===== config.mk =====
export PLATFORM = sky130hd
export DESIGN_NAME = sram_async_ctrl
export DESIGN_NICKNAME = d
export VERILOG_FILES = /design/src/rtl/sramc_pkg.sv /design/src/rtl/sramc_downctr.sv /design/src/rtl/sramc_seq.sv /design/src/rtl/sramc_dpath.sv /design/src/rtl/sram_async_ctrl.sv
export SDC_FILE = /design/constraint.sdc
export NUM_CORES = 1
export LEC_CHECK = 0
export BUFFER_PORTS_ARGS = -buffer_cell sky130_fd_sc_hd__buf_2
export CAP_MARGIN = 0
export CORE_MARGIN = 8
export CORE_UTILIZATION = 34
export DETAILED_ROUTE_END_ITERATION = 8
export SLEW_MARGIN = 10
export SYNTH_ARGS = -nofsm -noshare
export SYNTH_HDL_FRONTEND = slang
export SYNTH_SLANG_ARGS = --single-unit

===== constraint.sdc =====
create_clock -name clk -period 2.6 [get_ports clk]
set_input_delay 0.26 -clock clk [delete_from_list [all_inputs] [get_ports clk]]
set_output_delay 0.26 -clock clk [all_outputs]
set_load 0.03 [all_outputs]

===== src/rtl/sramc_pkg.sv =====
package sramc_pkg;

  typedef enum logic [1:0] {
    PH_IDLE  = 2'd0,
    PH_READ  = 2'd1,
    PH_WRITE = 2'd2
  } phase_e;

  // Rounded-up conversion of a nanosecond limit to clock cycles, never below one.
  function automatic int unsigned cycles_for(int unsigned lim_ns, int unsigned per_ns);
    int unsigned c;
    c = (lim_ns + per_ns - 1) / per_ns;
    return (c == 0) ? 1 : c;
  endfunction

  function automatic int unsigned max2(int unsigned a, int unsigned b);
    return (a > b) ? a : b;
  endfunction

  function automatic int unsigned cnt_bits(int unsigned n);
    return (n < 2) ? 1 : $clog2(n + 1);
  endfunction

endpackage


===== src/rtl/sramc_downctr.sv =====
module sramc_downctr #(
  parameter int unsigned W = 4
) (
  input  logic         clk,
  input  logic         rst_n,
  input  logic         load,
  input  logic [W-1:0] load_val,
  output logic         is_zero
);
  logic [W-1:0] cnt_q;

  always_ff @(posedge clk or negedge rst_n) begin
    if (!rst_n)              cnt_q <= '0;
    else if (load)           cnt_q <= load_val;
    else if (cnt_q != '0)    cnt_q <= cnt_q - 1'b1;
  end

  assign is_zero = (cnt_q == '0);
endmodule


===== src/rtl/sramc_seq.sv =====
module sramc_seq
  import sramc_pkg::*;
(
  input  logic   clk,
  input  logic   rst_n,
  input  logic   req,
  input  logic   req_we,
  input  logic   phase_zero,
  input  logic   gap_zero,
  output phase_e phase,
  output logic   start_rd,
  output logic   start_wr,
  output logic   phase_done,
  output logic   ack
);
  phase_e ph_q;
  logic   ack_q;

  // A request is not taken during the acknowledge cycle.
  assign start_rd   = (ph_q == PH_IDLE) && req && !ack_q && !req_we;
  assign start_wr   = (ph_q == PH_IDLE) && req && !ack_q && req_we && gap_zero;
  assign phase_done = (ph_q != PH_IDLE) && phase_zero;

  always_ff @(posedge clk or negedge rst_n) begin
    if (!rst_n) begin
      ph_q  <= PH_IDLE;
      ack_q <= 1'b0;
    end else begin
      ack_q <= phase_done;
      if (start_rd)        ph_q <= PH_READ;
      else if (start_wr)   ph_q <= PH_WRITE;
      else if (phase_done) ph_q <= PH_IDLE;
    end
  end

  assign phase = ph_q;
  assign ack   = ack_q;
endmodule


===== src/rtl/sramc_dpath.sv =====
module sramc_dpath #(
  parameter int unsigned ADDR_W = 17,
  parameter int unsigned DATA_W = 8
) (
  input  logic              clk,
  input  logic              rst_n,
  input  logic              capture,
  input  logic [ADDR_W-1:0] req_addr,
  input  logic [DATA_W-1:0] req_wdata,
  input  logic              rd_sample,
  input  logic [DATA_W-1:0] dq_in,
  output logic [ADDR_W-1:0] addr_q,
  output logic [DATA_W-1:0] wdata_q,
  output logic [DATA_W-1:0] rdata_q
);
  always_ff @(posedge clk or negedge rst_n) begin
    if (!rst_n) begin
      addr_q  <= '0;
      wdata_q <= '0;
      rdata_q <= '0;
    end else begin
      if (capture) begin
        addr_q  <= req_addr;
        wdata_q <= req_wdata;
      end
      if (rd_sample) rdata_q <= dq_in;
    end
  end
endmodule


===== src/rtl/sram_async_ctrl.sv =====
module sram_async_ctrl
  import sramc_pkg::*;
#(
  parameter int unsigned ADDR_W        = 17,
  parameter int unsigned DATA_W        = 8,
  parameter int unsigned CLK_PERIOD_NS = 8,
  parameter int unsigned T_AA_NS       = 120,
  parameter int unsigned T_OE_NS       = 60,
  parameter int unsigned T_WP_NS       = 85,
  parameter int unsigned T_CW_NS       = 100,
  parameter int unsigned T_AW_NS       = 100,
  parameter int unsigned T_DW_NS       = 50,
  parameter int unsigned T_FLOAT_NS    = 40
) (
  input  logic              clk,
  input  logic              rst_n,
  input  logic              req,
  input  logic              req_we,
  input  logic [ADDR_W-1:0] req_addr,
  input  logic [DATA_W-1:0] req_wdata,
  output logic              ack,
  output logic [DATA_W-1:0] rdata,
  output logic [ADDR_W-1:0] mem_addr,
  output logic              mem_cs1_n,
  output logic              mem_cs2,
  output logic              mem_we_n,
  output logic              mem_oe_n,
  output logic [DATA_W-1:0] mem_dq_out,
  output logic              mem_dq_oe,
  input  logic [DATA_W-1:0] mem_dq_in
);
  localparam int unsigned N_RD  = max2(cycles_for(T_AA_NS, CLK_PERIOD_NS),
                                       cycles_for(T_OE_NS, CLK_PERIOD_NS));
  localparam int unsigned N_WR  = max2(max2(cycles_for(T_WP_NS, CLK_PERIOD_NS),
                                            cycles_for(T_CW_NS, CLK_PERIOD_NS)),
                                       max2(cycles_for(T_AW_NS, CLK_PERIOD_NS),
                                            cycles_for(T_DW_NS, CLK_PERIOD_NS)));
  localparam int unsigned N_FLT = cycles_for(T_FLOAT_NS, CLK_PERIOD_NS);
  localparam int unsigned CNT_W = cnt_bits(max2(max2(N_RD, N_WR), N_FLT));

  // Named internal events, also observed by the bound checker.
  phase_e     phase;
  logic       start_rd, start_wr, phase_done;
  logic       phase_zero, gap_zero;
  logic       start_any, rd_done;
  logic [CNT_W-1:0] phase_len;

  assign start_any = start_rd | start_wr;
  assign rd_done   = phase_done && (phase == PH_READ);
  assign phase_len = start_rd ? CNT_W'(N_RD - 1) : CNT_W'(N_WR - 1);

  sramc_seq u_seq (
    .clk        (clk),
    .rst_n      (rst_n),
    .req        (req),
    .req_we     (req_we),
    .phase_zero (phase_zero),
    .gap_zero   (gap_zero),
    .phase      (phase),
    .start_rd   (start_rd),
    .start_wr   (start_wr),
    .phase_done (phase_done),
    .ack        (ack)
  );

  sramc_downctr #(.W(CNT_W)) u_phase_ctr (
    .clk      (clk),
    .rst_n    (rst_n),
    .load     (start_any),
    .load_val (phase_len),
    .is_zero  (phase_zero)
  );

  sramc_downctr #(.W(CNT_W)) u_gap_ctr (
    .clk      (clk),
    .rst_n    (rst_n),
    .load     (rd_done),
    .load_val (CNT_W'(N_FLT)),
    .is_zero  (gap_zero)
  );

  sramc_dpath #(.ADDR_W(ADDR_W), .DATA_W(DATA_W)) u_dpath (
    .clk       (clk),
    .rst_n     (rst_n),
    .capture   (start_any),
    .req_addr  (req_addr),
    .req_wdata (req_wdata),
    .rd_sample (rd_done),
    .dq_in     (mem_dq_in),
    .addr_q    (mem_addr),
    .wdata_q   (mem_dq_out),
    .rdata_q   (rdata)
  );

  // Strobes decode straight from the registered phase.
  assign mem_cs1_n = (phase == PH_IDLE);
  assign mem_cs2   = (phase != PH_IDLE);
  assign mem_we_n  = (phase != PH_WRITE);
  assign mem_oe_n  = (phase != PH_READ);
  assign mem_dq_oe = (phase == PH_WRITE);
endmodule


[Yosys cells after proc, flatten, opt, wreduce, memory -nomap -nowiden]
Cells that the tools add are included.
Cells by class
  reduce and logical (&&, ||, !) cells: 18
  eq/ne operators: 4
  add/subtract/negate cells: 2
  bitwise operators: 1
  mux-type cells: 8
Operators with widths (number)
  $mux W4: 4
  $logic_not A4 Y1: 2
  $mux W2: 4
  $reduce_bool A4 Y1: 2
  $sub A4 B1 Y4 const B: 2
  $logic_and A1 B1 Y1: 7
  $reduce_bool A2 Y1: 3
  $reduce_bool A3 Y1: 1
  $eq A2 B1 Y1 const B: 1
  $eq A2 B2 Y1 const B: 1
  $logic_not A1 Y1: 2
  $logic_not A2 Y1: 1
  $ne A2 B1 Y1 const B: 1
  $ne A2 B2 Y1 const B: 1
  $or A1 B1 Y1: 1
Word-level totals
  flip-flop bits (word level): 44
  word-level logic and storage cells: 40
  bits of input ports: 37

[Logic depth before layout (Yosys ltp)]
Gate-level depths: netlist of the first run.
  depth in word-level cells: 7
  mapped depth: 7
  gate-level depth less buffers: 5

[By module]
A second synthesis of the first run with hierarchy kept.
Second synthesis, totals
  cell total of the unflattened synthesis: 135
  area, all modules: 1975.6 um2
By module, submodules not included
  sramc_dpath: seq. area each 825.8 um2, cells each 70, area an instance 1328.8 um2, instances 1
  sramc_downctr: seq. area each 100.1 um2, cells each 22, area an instance 234.0 um2, instances 2
  sramc_seq: seq. area each 75.1 um2, cells each 12, area an instance 127.6 um2, instances 1
  sram_async_ctrl: seq. area each 0.0 um2, cells each 9, area an instance 51.3 um2, instances 1

[Worst setup path before layout of the first run]
OpenSTA, ideal clock, no wires.
  kind: reg2reg
  from: reg u_gap_ctr.cnt_q[0]
  to: reg u_dpath.addr_q[12]
  clock period less this slack: 2.035 ns
  data arrival time: 1.910 ns
  setup slack: 0.565 ns
  cell stages (with the launch flop): 7
  data required time: 2.475 ns
  library setup time: 0.125 ns
  cells stage by stage: dfrtp_1 -> inv_1 -> ha_1 -> or3b_2 -> a21oi_4 -> buf_8 -> mux2_4
Between the ends
  cells in the longest elaborated chain, start to end: 3
Ends and longest elaborated chain
  from (decl): line sramc_downctr.sv:10  | logic [W-1:0] cnt_q;
  from (signal assigned): line sramc_downctr.sv:14  | else if (load) cnt_q <= load_val;
  from (signal assigned): line sramc_downctr.sv:15  | else if (cnt_q != '0) cnt_q <= cnt_q - 1'b1;
  $logic_not A4 Y1: line sramc_downctr.sv:18  | assign is_zero = (cnt_q == '0);
  $logic_and A1 B1 Y1: line sramc_seq.sv:21  | assign start_wr = (ph_q == PH_IDLE) && req && !ack_q && req_we && gap_zero;
  $or A1 B1 Y1: line sram_async_ctrl.sv:48  | assign start_any = start_rd | start_wr;
  to (signal assigned): line sramc_dpath.sv:23  | addr_q <= req_addr;
  to (decl): line sramc_dpath.sv:12  | output logic [ADDR_W-1:0] addr_q,
No other way between the ends.
A chain may end at the register's enable or synchronous reset.

[Final worst setup path of the first run]
  from: reg u_gap_ctr.cnt_q[0]
  to: reg u_dpath.wdata_q[4]
Between the ends
  cells in the longest elaborated chain, start to end: 3
Ends and longest elaborated chain
  $logic_not A4 Y1: line sramc_downctr.sv:18
  $logic_and A1 B1 Y1: line sramc_seq.sv:21
  $or A1 B1 Y1: line sram_async_ctrl.sv:48
  to (signal assigned): line sramc_dpath.sv:24  | wdata_q <= req_wdata;
  to (decl): line sramc_dpath.sv:13  | output logic [DATA_W-1:0] wdata_q,
No other way between the ends.

==> results.yml, run 1 <==
clock_network:
  hold_buffers: 0
  post_cts_buffers: 0
  cts_resized: 0
  cts_sinks: 44
  clk_latency_ns: 0.29
  ctsLongestPathBuffers: 2
  cts-root-buf: "clkbuf_8"
  cts_max_level: 2
  path_clk_slew_ns: 0.09
  cts_tree: "yes"
  cts_buffers: 5
critical_path:
  r2r-end: "u_dpath.wdata_q[4]"
  crit_family: "simple AND/OR/NAND/NOR gates"
  r2r_start: "u_gap_ctr.cnt_q[0]"
  cp.depth: 6
  crit_required_ns: 2.77
  worst_r2r_path_depth: 6
  cp-start-kind: "flop"
  max_stage_delay_ns: 0.50
  cp_max_fo: 28
  critical_path_class: "flop to flop"
  critPathBufInv: 2
  cp-end-kind: "flop"
  crit_arrival_ns: 2.27
  cp_cell_sequence: "inv_1, ha_1, or3b_2, a21oi_4, buf_12, mux2_2"
  slowest_stage: "or3b_2"
  cp-startpoint: "u_gap_ctr.cnt_q[0]"
  r2r_slack_ns: 0.50
  critPathCapture: "u_dpath.wdata_q[4]"
yosys:
  yosysSeqAreaShare_pct: 57.70
  ys_ff_latch: 44
  netlist_instances: 128
  synth_ff_type: "dfrtp_1"
  yosysWarnings: 0
  synth_fp_nets: 169
  synth-edff-count: 0
  ys_types: 30
  syn_area_mm2: 0.001908
  async_flop_share_pct: 100.0
  syn_area_per_cell_um2: 14.91
grt:
  grt_pass1_wl_um: 7189
  first_global_vias: 1436
  gr-usage-met3_pct: 2.161
  grt_max_degree: 45
  groute.layer.met2.usage_pct: 19.12
  antenna_found_initial: 0
  grt_overflow: 0
  track_usage_pct: 10.55
  grt_busiest_layer: "met2"
  use_met1_pct: 11.91
placement:
  post_dp_cell_area_mm2: 0.002349
  hpwlAfterDp_um: 3205
  io_buffers: 75
  gp_congestion: 0.6998
finish:
  syn_to_final_growth_pct: 31.41
  layout_commonest_cell: "buf_2"
  post-route-util_pct: 45.82
  mostFrequentLayoutCells: "75 x buf_2, 44 x dfrtp_1, 17 x mux2_4"
  fin_area_mm2: 0.002507
  drive_gt1_share_pct: 57.69
  num-nets-final: 248
  antenna-diode-count: 0
detailed_routing:
  wl_per_cell_um: 14.96
  ant_nets: 0
  drtIter0Drc: 32
  first_pass_iters: 4
  via_per_inst: 4.579
  wl_um: 4190
  drc: 0
  routed-via-count: 1282
timing:
  fmax_mhz: 476.0
  setup_tns_ns: 0
  fin_crit_ns: 2.101
  tightest_slew_ns: 0.9712
  relSlewSlack_pct: 35.25
  report.final.hold_viol_count: 0
  whs_ns: 0.1189
  post-route-period-util_pct: 80.81
  fin_skew_ns: 0.007289
  setup_viol: 0
  rsz0062_at_grt: "false"
  slew_viol_final: 0
die:
  die_height_um: 90.92
  rows: 27
  core_area_mm2: 0.005473
  die_x_um: 90.92
  initial_core_util_pct: 34.87
  dieArea_mm2: 0.008266
  ios: 76
pwr:
  fin_total_pwr_uw: 3687
  vdd_drop_max_v: 0.0005307
  powerDensity_mw_per_mm2: 1470
  cellLeakagePower_uw: 0.001258
run:
  cap_violations: 0
status:
  status: "complete, no violations"
worst_hold_path:
  hold_path_class: "primary input to async pin"
cell type report:
| cell class | count | area (um^2) |
|---|---|---|
| Fill cell | 527 | 2965 |
| Inverter | 7 | 26.28 |
| Tap cell | 72 | 90.09 |
| Clock buffer | 5 | 68.82 |
| Sequential cell | 44 | 1101 |
| Timing Repair Buffer | 76 | 395.4 |
| Clock inverter | 3 | 90.09 |
| Multi-Input combinational cell | 73 | 735.7 |
stage by stage:
step           std cells  setup slack [ns]
2_1_floorplan        128            0.5652
3_3_place_gp         272            0.5404
3_5_place_dp         272            0.5171
4_1_cts              280            0.4973
5_1_grt              280            0.4081
6_report             280            0.4990
how the worst min path moves through the flow:
stage	slack [ns]	depth (start not counted)	end
CTS	0.16	1	u_gap_ctr.cnt_q[3]
global placement	0.48	1	u_dpath.rdata_q[4]
global route	0.18	2	u_dpath.rdata_q[1]
floorplan	-0.04	0	u_dpath.addr_q[0]
detailed placement	0.49	1	u_dpath.addr_q[12]
finish	0.12	1	u_dpath.addr_q[15]
synthesized netlist by cell type (2+ instances only):
master	number	area [um^2]
ha_1	4	50.05
nand2_1	3	11.26
inv_1	7	26.28
nor3_1	3	15.01
a211o_1	2	17.52
xnor2_1	3	26.28
mux2_4	17	255.2
dfrtp_1	44	1101
nor4b_1	2	17.52
buf_2	2	10.01
nor2_1	5	18.77
and3_1	2	12.51
o21ai_0	2	10.01
mux2_2	16	180.2
sequential cells by signal, indices dropped and copies added, names as in the netlist:
name,flops
u_seq.phase,2
u_dpath.rdata_q,8
u_seq.ack,1
u_gap_ctr.cnt_q,4
u_dpath.wdata_q,8
u_phase_ctr.cnt_q,4
u_dpath.addr_q,17
power by group:
part	total, uW	internal [uW]	leakage, uW	switching [uW]
Combinational	1750	717	0.000657	1030
Sequential	1230	1030	0.000523	196
Clock	713	480	0.0000784	232
Total	3690	2230	0.00126	1460
logic make-up (layout without fill, tap and decap cells):
| kind of cell | count (synthesis) | in the layout | synth area share (%) |
|---|---|---|---|
| AOI/OAI and AO/OA | 8 | 8 | 3.607 |
| and+or+nand+nor | 24 | 24 | 7.673 |
| DFF | 44 | 44 | 57.71 |
| muxes | 33 | 33 | 22.82 |
| buffers and inverters | 11 | 91 | 3.738 |
| adders and majority gates | 4 | 4 | 2.623 |
| xor gates and xnor gates | 4 | 4 | 1.836 |
per-layer routing:
metal / up-vias / wire length (um)
li1: 604 / -
met1: 648 / 1671
met2: 24 / 2318
met3: 6 / 130
met4: 0 / 70
met5: - / 0
(Power assumes the default switching activity.)
==> run 2: changes to the inputs <==
==> constraint.sdc (replaced) <==
create_clock -name clk -period 1.84 [get_ports clk]
set_input_delay 0.184 -clock clk [delete_from_list [all_inputs] [get_ports clk]]
set_output_delay 0.184 -clock clk [all_outputs]
set_load 0.03 [all_outputs]
==> results.yml, run 2 (same netlist as run 1, synthesis figures left out) <==
finish:
  num-nets-final: 265
  largest_register_ffs: 17
  fin_area_mm2: 0.002638
  mostFrequentLayoutCells: "75 x buf_2, 43 x dfrtp_1, 21 x mux2_4"
  post-route-util_pct: 48.19
  layout_commonest_cell: "buf_2"
  regMostFlops: "u_dpath.addr_q"
  drive_gt1_share_pct: 62.78
  antenna-diode-count: 0
  top_regs: "u_dpath.addr_q x17, u_dpath.rdata_q x8, u_dpath.wdata_q x8"
  syn_to_final_growth_pct: 38.23
timing:
  report.final.hold_viol_count: 0
  post-route-period-util_pct: 100.9
  relSlewSlack_pct: 68.91
  tightest_slew_ns: 0.4663
  setup_viol: 6
  rsz0062_at_grt: "true"
  fin_skew_ns: 0.006508
  worst_slack_ns: -0.01578
  slew_viol_final: 0
  fmax_mhz: 538.9
  fin_crit_ns: 1.856
detailed_routing:
  ant_nets: 0
  routed-via-count: 1323
  drc: 0
  wl_per_cell_um: 14.16
  wl_um: 4178
  via_per_inst: 4.485
  first_pass_iters: 4
  drtIter0Drc: 49
placement:
  post_dp_cell_area_mm2: 0.002442
  io_buffers: 75
  hpwlAfterDp_um: 3072
  dp_slack_ns: -0.02143
  gp_congestion: 0.6836
clock_network:
  path_clk_slew_ns: 0.08
  cts_buffers: 5
  cts_max_level: 2
  cts_tree: "yes"
  ctsLongestPathBuffers: 2
  clk_latency_ns: 0.29
  cts_sinks: 44
  cts-root-buf: "clkbuf_8"
die:
  core_area_mm2: 0.005473
  die_height_um: 90.92
  rows: 27
  die_x_um: 90.92
  dieArea_mm2: 0.008266
  ios: 76
  initial_core_util_pct: 34.87
grt:
  antenna_found_initial: 0
  track_usage_pct: 10.33
  first_global_vias: 1546
  grt_pass1_wl_um: 7134
  grt_overflow: 0
  grt_max_degree: 26
status:
  violations: "negative setup slack"
  status: "finished with violations"
critical_path:
  cp_max_fo: 7
  crit_required_ns: 2.01
  critical_path_class: "flop to flop"
  crit_arrival_ns: 2.03
  cp-start-kind: "flop"
  cp-end-kind: "flop"
  r2r_slack_ns: -0.02
worst_hold_path:
  hold_path_class: "primary input to flop"
pwr:
  vdd_drop_max_v: 0.001074
  cellLeakagePower_uw: 0.001322
  powerDensity_mw_per_mm2: 1912
run:
  cap_violations: 0
==> run 2: cell types whose count changed in the layout (fill, tap and decap cells not counted), moves of 2 or more <==
cell       before  now
buf_4           0   11
ha_1            4    2
or2_4           0    2
ha_4            0    2
mux2_4         17   21
inv_1           7    5
or3b_4          0    2
mux2_2         16   12
bufinv_16       3    0
inv_2           0    2
buf_12          1    3
==> run 2: cell type report <==
cell class / instances / area, um^2
multi-input combinational: 74 / 792.0
timing repair buffer: 92 / 554.3
fill: 519 / 2835
clock buffer: 6 / 72.57
tap: 72 / 90.09
sequential: 44 / 1102
inverter: 7 / 26.28
==> run 2: final timing paths <==
check                                          end  cells past startpoint          startpoint
worst max-delay path            u_dpath.addr_q[13]                      7  u_gap_ctr.cnt_q[0]
worst min-delay path            u_dpath.rdata_q[1]                      2        mem_dq_in[1]
worst max register to register  u_dpath.addr_q[13]                      7  u_gap_ctr.cnt_q[0]
worst min register to register  u_dpath.rdata_q[6]                      1  u_dpath.rdata_q[6]
max in group asynchronous       u_gap_ctr.cnt_q[1]                      3               rst_n
min in group asynchronous       u_dpath.wdata_q[4]                      2               rst_n
==> run 2: metal layers <==
metal	up-vias	track usage, %	share of wire, %
met1	650	11.94	45
met2	42	17.97	49
li1	631	-	-
met5	-	0	0
met4	0	1.637	0
met3	0	3.990	5.3
==> run 2: what timing repair did <==
action	in CTS	in global routing
gates resized for setup	10	3
hold endpoints to repair	19	0
setup endpoints to repair	15	32
hold buffers	1	0
pin swaps	1	2
buffers inserted	7	1
cloned	0	1
==> run 2: metrics by stage <==
step,TNS (ns),power [uW],cells,hold slack (ns)
after floorplan,-0.9387,3599,128,-0.1116
after global placement,0,4337,280,0.1702
after detailed placement,-0.1162,4363,280,0.1712
after CTS,-0.1885,5045,293,0.1129
after global routing,-1.107,5400,295,0.1024
final,-0.08687,5044,295,0.1207
==> run 2: power breakdown <==
| part | internal, uW | total [uW] | switching, uW |
|---|---|---|---|
| Clock | 253 | 538 | 285 |
| Sequential | 1460 | 1750 | 291 |
| Combinational | 1230 | 2760 | 1520 |
==> run 2: worst max-delay path, cell delays in order (launching register included) <==
cell and delay [ns]:
dfrtp_1 0.39, inv_2 0.08, ha_4 0.13, or3b_4 0.39
a21oi_4 0.18, buf_12 0.14, buf_8 0.13, mux2_4 0.30
